`src/rtl/seg_finder.sv`:
```
module seg_finder #(
  parameter int NCELL  = 4,
  parameter int NPLANE = 12,
  parameter int NMASK  = 8,
  parameter bit OUTER  = 1'b0,
  parameter int MW     = 2*NPLANE + 6,
  parameter logic [NMASK*MW-1:0] MASKS = '0
) (
  input  logic                          clk,
  input  logic                          rst,
  input  logic                          xing,
  input  logic [1:0]                    tol,
  input  logic [(NCELL+1)*NPLANE*2-1:0] hits,
  output logic [NCELL*12-1:0]           seg_out
);
  localparam int HW = (NCELL+1)*NPLANE*2;
  localparam int SW = (NCELL > 1) ? $clog2(NCELL) : 1;
  localparam int NPIX = OUTER ? 6 : 12;

  logic [HW-1:0]       snap;
  logic [1:0]          tol_q;
  logic [SW-1:0]       slot;
  logic                run;
  logic [NCELL*12-1:0] stage;
  logic [11:0]         cell_res;

  always_comb begin
    cell_res = '0;
    for (int m = 0; m < NMASK; m++) begin
      int miss;
      int pix;
      logic [1:0] slp;
      miss = 0;
      for (int j = 0; j < NPLANE; j++) begin
        int c;
        c = int'(slot) + int'(MASKS[m*MW + 2*j + 1]);
        if (!snap[(c*NPLANE + j)*2 + int'(MASKS[m*MW + 2*j])]) miss++;
      end
      pix = int'(MASKS[m*MW + 2*NPLANE +: 4]);
      slp = MASKS[m*MW + 2*NPLANE + 4 +: 2];
      if (miss <= int'(tol_q) && pix < NPIX) begin
        if (OUTER) begin
          if (slp > cell_res[2*pix +: 2]) cell_res[2*pix +: 2] = slp;
        end else begin
          cell_res[pix] = 1'b1;
        end
      end
    end
  end

  always_ff @(posedge clk) begin
    if (rst) begin
      snap    <= '0;
      tol_q   <= '0;
      slot    <= '0;
      run     <= 1'b0;
      stage   <= '0;
      seg_out <= '0;
    end else if (xing) begin
      seg_out <= stage;
      snap    <= hits;
      tol_q   <= tol;
      slot    <= '0;
      run     <= 1'b1;
    end else if (run) begin
      stage[int'(slot)*12 +: 12] <= cell_res;
      slot <= slot + 1'b1;
      if (slot == SW'(NCELL-1)) run <= 1'b0;
    end
  end


  reset_clear_chk: assert property (@(posedge clk) rst |=> seg_out == '0);

  hold_between_xing_chk: assert property (@(posedge clk) disable iff (rst)
    !xing |=> $stable(seg_out));

  slot_start_chk: assert property (@(posedge clk) disable iff (rst)
    xing |=> (run && slot == '0));

  xing_spacing_chk: assert property (@(posedge clk) disable iff (rst)
    run |-> !xing);
endmodule

```
`config.mk`:
```
export PLATFORM = sky130hd
export DESIGN_NAME = seg_finder
export DESIGN_NICKNAME = d
export VERILOG_FILES = /design/src/rtl/seg_finder.sv
export SDC_FILE = /design/constraint.sdc
export NUM_CORES = 1
export LEC_CHECK = 0
export ABC_AREA = 1
export CORE_MARGIN = 2
export CORE_UTILIZATION = 51
export DETAILED_ROUTE_END_ITERATION = 10
export GPL_TIMING_DRIVEN = 0
export HOLD_SLACK_MARGIN = 0.08
export PLACE_DENSITY = 0.82
export SYNTH_ARGS = -nofsm -noshare
export SYNTH_HDL_FRONTEND = slang
export SYNTH_SLANG_ARGS = --single-unit
```
`constraint.sdc`:
```
create_clock -name clk -period 22.1 [get_ports clk]
set_input_delay 6.63 -clock clk [delete_from_list [all_inputs] [get_ports clk]]
set_output_delay 6.63 -clock clk [all_outputs]
set_load 0.02 [all_outputs]
```
== After elaboration in Yosys (flattened, before gate mapping) ==
Index checks and enable logic that the tools add are counted.

* Output and inout port bits: 48
* Register bits: 220
* Word-level logic and storage cells: 103

* Multiply operators: 1
* Bitwise logic cells: 1
* $lt $le $gt $ge: 13
* Muxes and demuxes: 53
* Equal/unequal tests: 1
* Shift-type cells: 2
* $add $sub $neg: 24
* Reductions and logical operators: 2

{| class="wikitable"
|+ Operators by type and width
! operator !! number
|-
| less-than comparator 32 x 9 -> 1 bit (second input constant) || 12
|-
| adder 32 x 2 -> 32 bit (second input constant) || 11
|-
| 2-to-1 mux 32 bit || 11
|-
| adder 31 x 4 -> 31 bit (second input constant) || 4
|-
| adder 31 x 5 -> 31 bit (second input constant) || 4
|-
| binary-select mux 1 bit (select 6 bit) || 11
|-
| adder 31 x 3 -> 31 bit (second input constant) || 2
|-
| bitwise mux 48 bit || 1
|-
| variable shift 12 x 33 -> 48 bit (first input constant) || 1
|-
| indexed part select 12 x 33 -> 48 bit || 1
|-
| negation 6 -> 33 bit || 1
|-
| <= comparator 32 x 3 -> 1 bit || 1
|-
| adder 31 x 2 -> 31 bit (second input constant) || 1
|-
| 2-to-1 mux 1 bit || 29
|-
| binary-select mux 1 bit (select 4 bit) || 1
|-
| multiplier 2 x 2 -> 4 bit (second input constant) || 1
|-
| adder 2 x 1 -> 2 bit (second input constant) || 1
|-
| equality test 2 bit (second input constant) || 1
|-
| AND reduction 2 bit || 1
|-
| OR reduction 2 bit || 1
|-
| NOT 1 bit || 1
|}

== Longest topological paths before layout ==
* Depth in word-level cells: 31
* Mapped depth: 56
* Gate-level depth less buffers: 50

== Worst setup path after synthesis ==
OpenSTA, ideal clock, no wires.

* Path kind: reg2reg
* From: register slot[0]
* To: register stage[36]
* Buffers on the path: 7
* Data required time: 22.030 ns
* Stages on the path, launching flop included: 55
* Data arrival time: 8.293 ns
* Setup slack: 13.737 ns
* Clock period less this slack: 8.363 ns
* Cell sequence: dfxtp_1 > buf_6 > inv_4 > buf_4 > buf_2 > buf_2 > ha_1 > inv_2 > clkbuf_1 > buf_1 > clkbuf_1 > o21ai_0 > o21ai_0 > o21a_1 > inv_1 > ha_1 > inv_1 > nand3_1 > [19 not listed] > nand2_1 > ha_1 > nand2_1 > nand2_1 > ha_1 > nand2_1 > nand2_1 > ha_1 > nor2_1 > a31oi_1 > ha_1 > a21oi_1 > o21ai_1 > nor2_1 > nand2_1 > nor2_4 > nand3_1 > a21oi_1

* Cells in the longest elaborated chain, start to end: 31

{| class="wikitable"
|+ Ends and longest elaborated chain
! element !! line !! source
|-
| start, declared || 22 || <nowiki>logic [SW-1:0] slot;</nowiki>
|-
| start signal, assigned || 67 || <nowiki>slot <= slot + 1'b1;</nowiki>
|-
| multiplier 2 x 2 -> 4 bit (*) || 37, 66 ||
|-
| branches (longest 29 deep; another with adder 32 x 2 -> 32 bit) || n/a ||
|-
| bitwise mux 48 bit (*) || 66 || <nowiki>stage[int'(slot)*12 +: 12] <= cell_res;</nowiki>
|-
| end signal, assigned by index || 66 ||
|-
| end, declared || 24 || <nowiki>logic [NCELL*12-1:0] stage;</nowiki>
|}

Mark *: on every way between the ends. The select of a mux whose other input is x is not followed.
A chain may end at the register's enable or synchronous reset.

== Worst setup path in the final report ==
Ends and elaborated chain as after synthesis.

==> run_results.csv <==
group,metric,value,unit
run_status,outcome,"finished, final reports clean",
setup_path,reg2reg_from,"slot[0]$_SDFFE_PP0P_",
finish,fin_area,0.00729,mm^2
synthesis,yosysUniqueCellTypes,37,
floorplan,num_rows,39,
synthesis,synth_area_leader_cell,"dfxtp_1",
placed_design,placed_area,0.00700,mm^2
setup_path,critPathKind,"reg2reg",
setup_path,r2r-end,"stage[36]$_SDFFE_PP0P_",
synthesis,ys_top_cells_by_count,"202 x nand2_1, 149 x nor2_1, 110 x o21ai_0",
drt,drt-total-wl,16.5,mm
cts,insertion_delay,0.35,ns
drt,wl_per_cell,13.6,um
synthesis,ys_ff_latch,89,
sta,tightest_slew,0.775,ns
drt,drtPass1Iterations,7,
setup_path,ff2ff_setup_slack,12.17,ns
global_routing,antenna_found_initial,0,
floorplan,die_w,112,um
finish,n_fill_cell,1073,
floorplan,initial_utilization,52.1,%
setup_path,endpoint_kind,"flip-flop",
global_routing,grt_max_degree,19,
placed_design,place.detailed.hpwl,12.8,mm
setup_path,cp_data_arrival_time,10.21,ns
placed_design,gp_congestion,1.00,
finish,layout-drive-gt1-share,10.4,%
floorplan,core_area,0.0114,mm^2
drt,drt_iter0_drc,611,
synthesis,netlist_area,0.00593,mm^2
sta,tns,0,ns
setup_path,critPathMaxStageDelay,0.45,ns
placed_design,port_buffers,76,
drt,ant_nets,0,
floorplan,die_area,0.0125,mm^2
cts,cts_resized,0,
cts,cts.reportedPaths.clkPinSlew,0.07,ns
synthesis,synth-edff-count,0,
cts,clock_path_buffers,2,
setup_path,cp_slowest_cell,"clkbuf_1",
hold_path,min_path_type,"reg2reg",
setup_path,start_kind,"flip-flop",
sta,post-route-period-util,44.9,%
global_routing,grt_usage,26.3,%
global_routing,grt_pass1_vias,5678,
synthesis,yosysSeqAreaShare,30.1,%
setup_path,worst-path-max-fanout,13,
pwr,ir_drop,0.0616,mV
cts,cts_inserted_buffers,9,
finish,final_util,64.2,%
sta,finalSetupViolations,0,
synthesis,async_flop_share,0,%
sta,finalCriticalPeriod,9.93,ns
setup_path,endpoint,"stage[36]$_SDFFE_PP0P_",
floorplan,io_pins,173,
sta,finalHoldViolCount,0,
synthesis,syn_inst,943,
setup_path,path_depth,53,
sta,finClkSkew,0.0120,ns
drt,drc_errors,0,
cts,cts-htree-levels,3,
setup_path,cpMostUsedCell,"nand2_1",
global_routing,overflow,0,
finish,diodes,0,
setup_path,crit_required,22.38,ns
setup_path,rr_worst_depth,53,
floorplan,die_h,112,um
sta,slew_headroom,47.8,%
setup_path,crit_family,"adder cells",
drt,via_count,6282,
cts,cts_hold_buffers,0,
sta,max_freq,101,MHz
synthesis,synth_area_leaders,"dfxtp_1 30%, nand2_1 13%, nor2_1 9.4%",
pwr,p_leak,3.47,nW
cts,cts_sinks,89,
synthesis,ys_warn_count,0,
synthesis,synth_ff_type,"dfxtp_1",
finish,nets,1210,
drt,viasPerCell,5.18,
cts,cts_root_buf,"clkbuf_16",
setup_path,timing.critical_path.buf_inv,11,
cts,cts_setup_buffers,0,
finish,area_delta_synth_final,23.1,%
synthesis,netlist.area_leader.share,30.1,%
pwr,p_per_area,92.9,mW/mm^2
synthesis,yosys.cell_count.top_type,"nand2_1",
flow_run,maxCapViolations,0,
cts,cts_tree,"built",
sta,slew_violations,0,
global_routing,grt_first_pass_wirelength,26.8,mm
setup_path,setup.worst_path.start,"slot[0]$_SDFFE_PP0P_",
sta,rsz0062_at_grt,"no",
synthesis,syn_area_per_cell,6.29,um^2
## worst min-delay path by stage
stage | start | end | slack (ns) | cells past startpoint
2_1_floorplan | snap[6]$_SDFFE_PP0P_ | snap[6]$_SDFFE_PP0P_ | 0.43 | 2
3_3_place_gp | stage[40]$_SDFFE_PP0P_ | stage[40]$_SDFFE_PP0P_ | 0.45 | 2
3_5_place_dp | stage[16]$_SDFFE_PP0P_ | stage[16]$_SDFFE_PP0P_ | 0.45 | 2
4_1_cts | stage[16]$_SDFFE_PP0P_ | stage[16]$_SDFFE_PP0P_ | 0.46 | 2
5_1_grt | stage[16]$_SDFFE_PP0P_ | stage[16]$_SDFFE_PP0P_ | 0.48 | 2
6_report | stage[16]$_SDFFE_PP0P_ | stage[16]$_SDFFE_PP0P_ | 0.46 | 2
## flip-flops by register name, indices dropped and copies added (netlist names)
register  count
snap         60
seg_out      12
stage        12
slot          2
tol_q         2
run           1
## worst register-to-register path, delay by kind of cell (launching register included)
kind | cells | cell delay (ns)
flip-flops | 1 | 0.36
AO/OA/AOI/OAI | 7 | 0.95
AND/OR/NAND/NOR | 23 | 2.40
buffers and inverters | 11 | 2.56
adder cells (fa/ha/maj) | 12 | 3.64
## kinds of logic after synthesis
kind of cell,count (synthesis),share of synthesized area (%)
buffers and inverters,173,13.9
multiplexers,3,0.507
XOR/XNOR,3,0.443
flip-flops,89,30.1
AO/OA/AOI/OAI,182,16.2
other,1,0.0633
AND/OR/NAND/NOR,472,34.6
adder cells (fa/ha/maj),20,4.22
## through the flow
step	std cells	worst slack [ns]	total power, W	hold slack (ns)
final	1213	12.17	0.000678	0.457
after global routing	1213	11.49	0.000739	0.477
after CTS	1213	12.27	0.000676	0.459
after detailed placement	1197	12.33	0.000528	0.448
after global placement	1197	12.41	0.000518	0.447
after floorplan	978	13.74	0.000458	0.434
## cell type report
cell class | count | area (um^2) | area share, %
Multi-Input combinational cell | 716 | 3450 | 47.4
Sequential cell | 89 | 1780 | 24.4
Timing Repair Buffer | 76 | 761 | 10.4
Buffer | 82 | 478 | 6.55
Inverter | 91 | 344 | 4.72
Clock buffer | 9 | 225 | 3.09
Tap cell | 143 | 179 | 2.45
Clock inverter | 7 | 71.3 | 0.978
## placed cells by master (no fill, tap or decap), types with 8 or more instances in the layout
master	instances
a21oi_1	46
buf_4	39
clkbuf_1	30
clkbuf_16	9
clkdlybuf4s50_1	76
conb_1	36
dfxtp_1	89
ha_1	20
inv_1	82
nand2_1	202
nand2_2	18
nand3_1	67
nand3_2	14
nor2_1	149
o211ai_1	8
o21ai_0	110
## where the power goes
part           leakage, nW  total, W  internal, W  switching, W
logic                 2.59  0.000352     0.000128      0.000224
registers            0.735  0.000175     0.000169    0.00000586
clock network        0.146  0.000150    0.0000796     0.0000709
total                 3.47  0.000678     0.000377      0.000301
## per-layer routing
layer  vias to the layer above  part of all wire, %  global-route usage, %
met5                         -                    0                      0
met4                         0                  3.0                   11.3
met3                        38                  6.7                   4.30
met2                       217                   47                   45.2
met1                      2803                   43                   32.6
li1                       3224                    -                      -
Power figures use the tool's default switching activity.
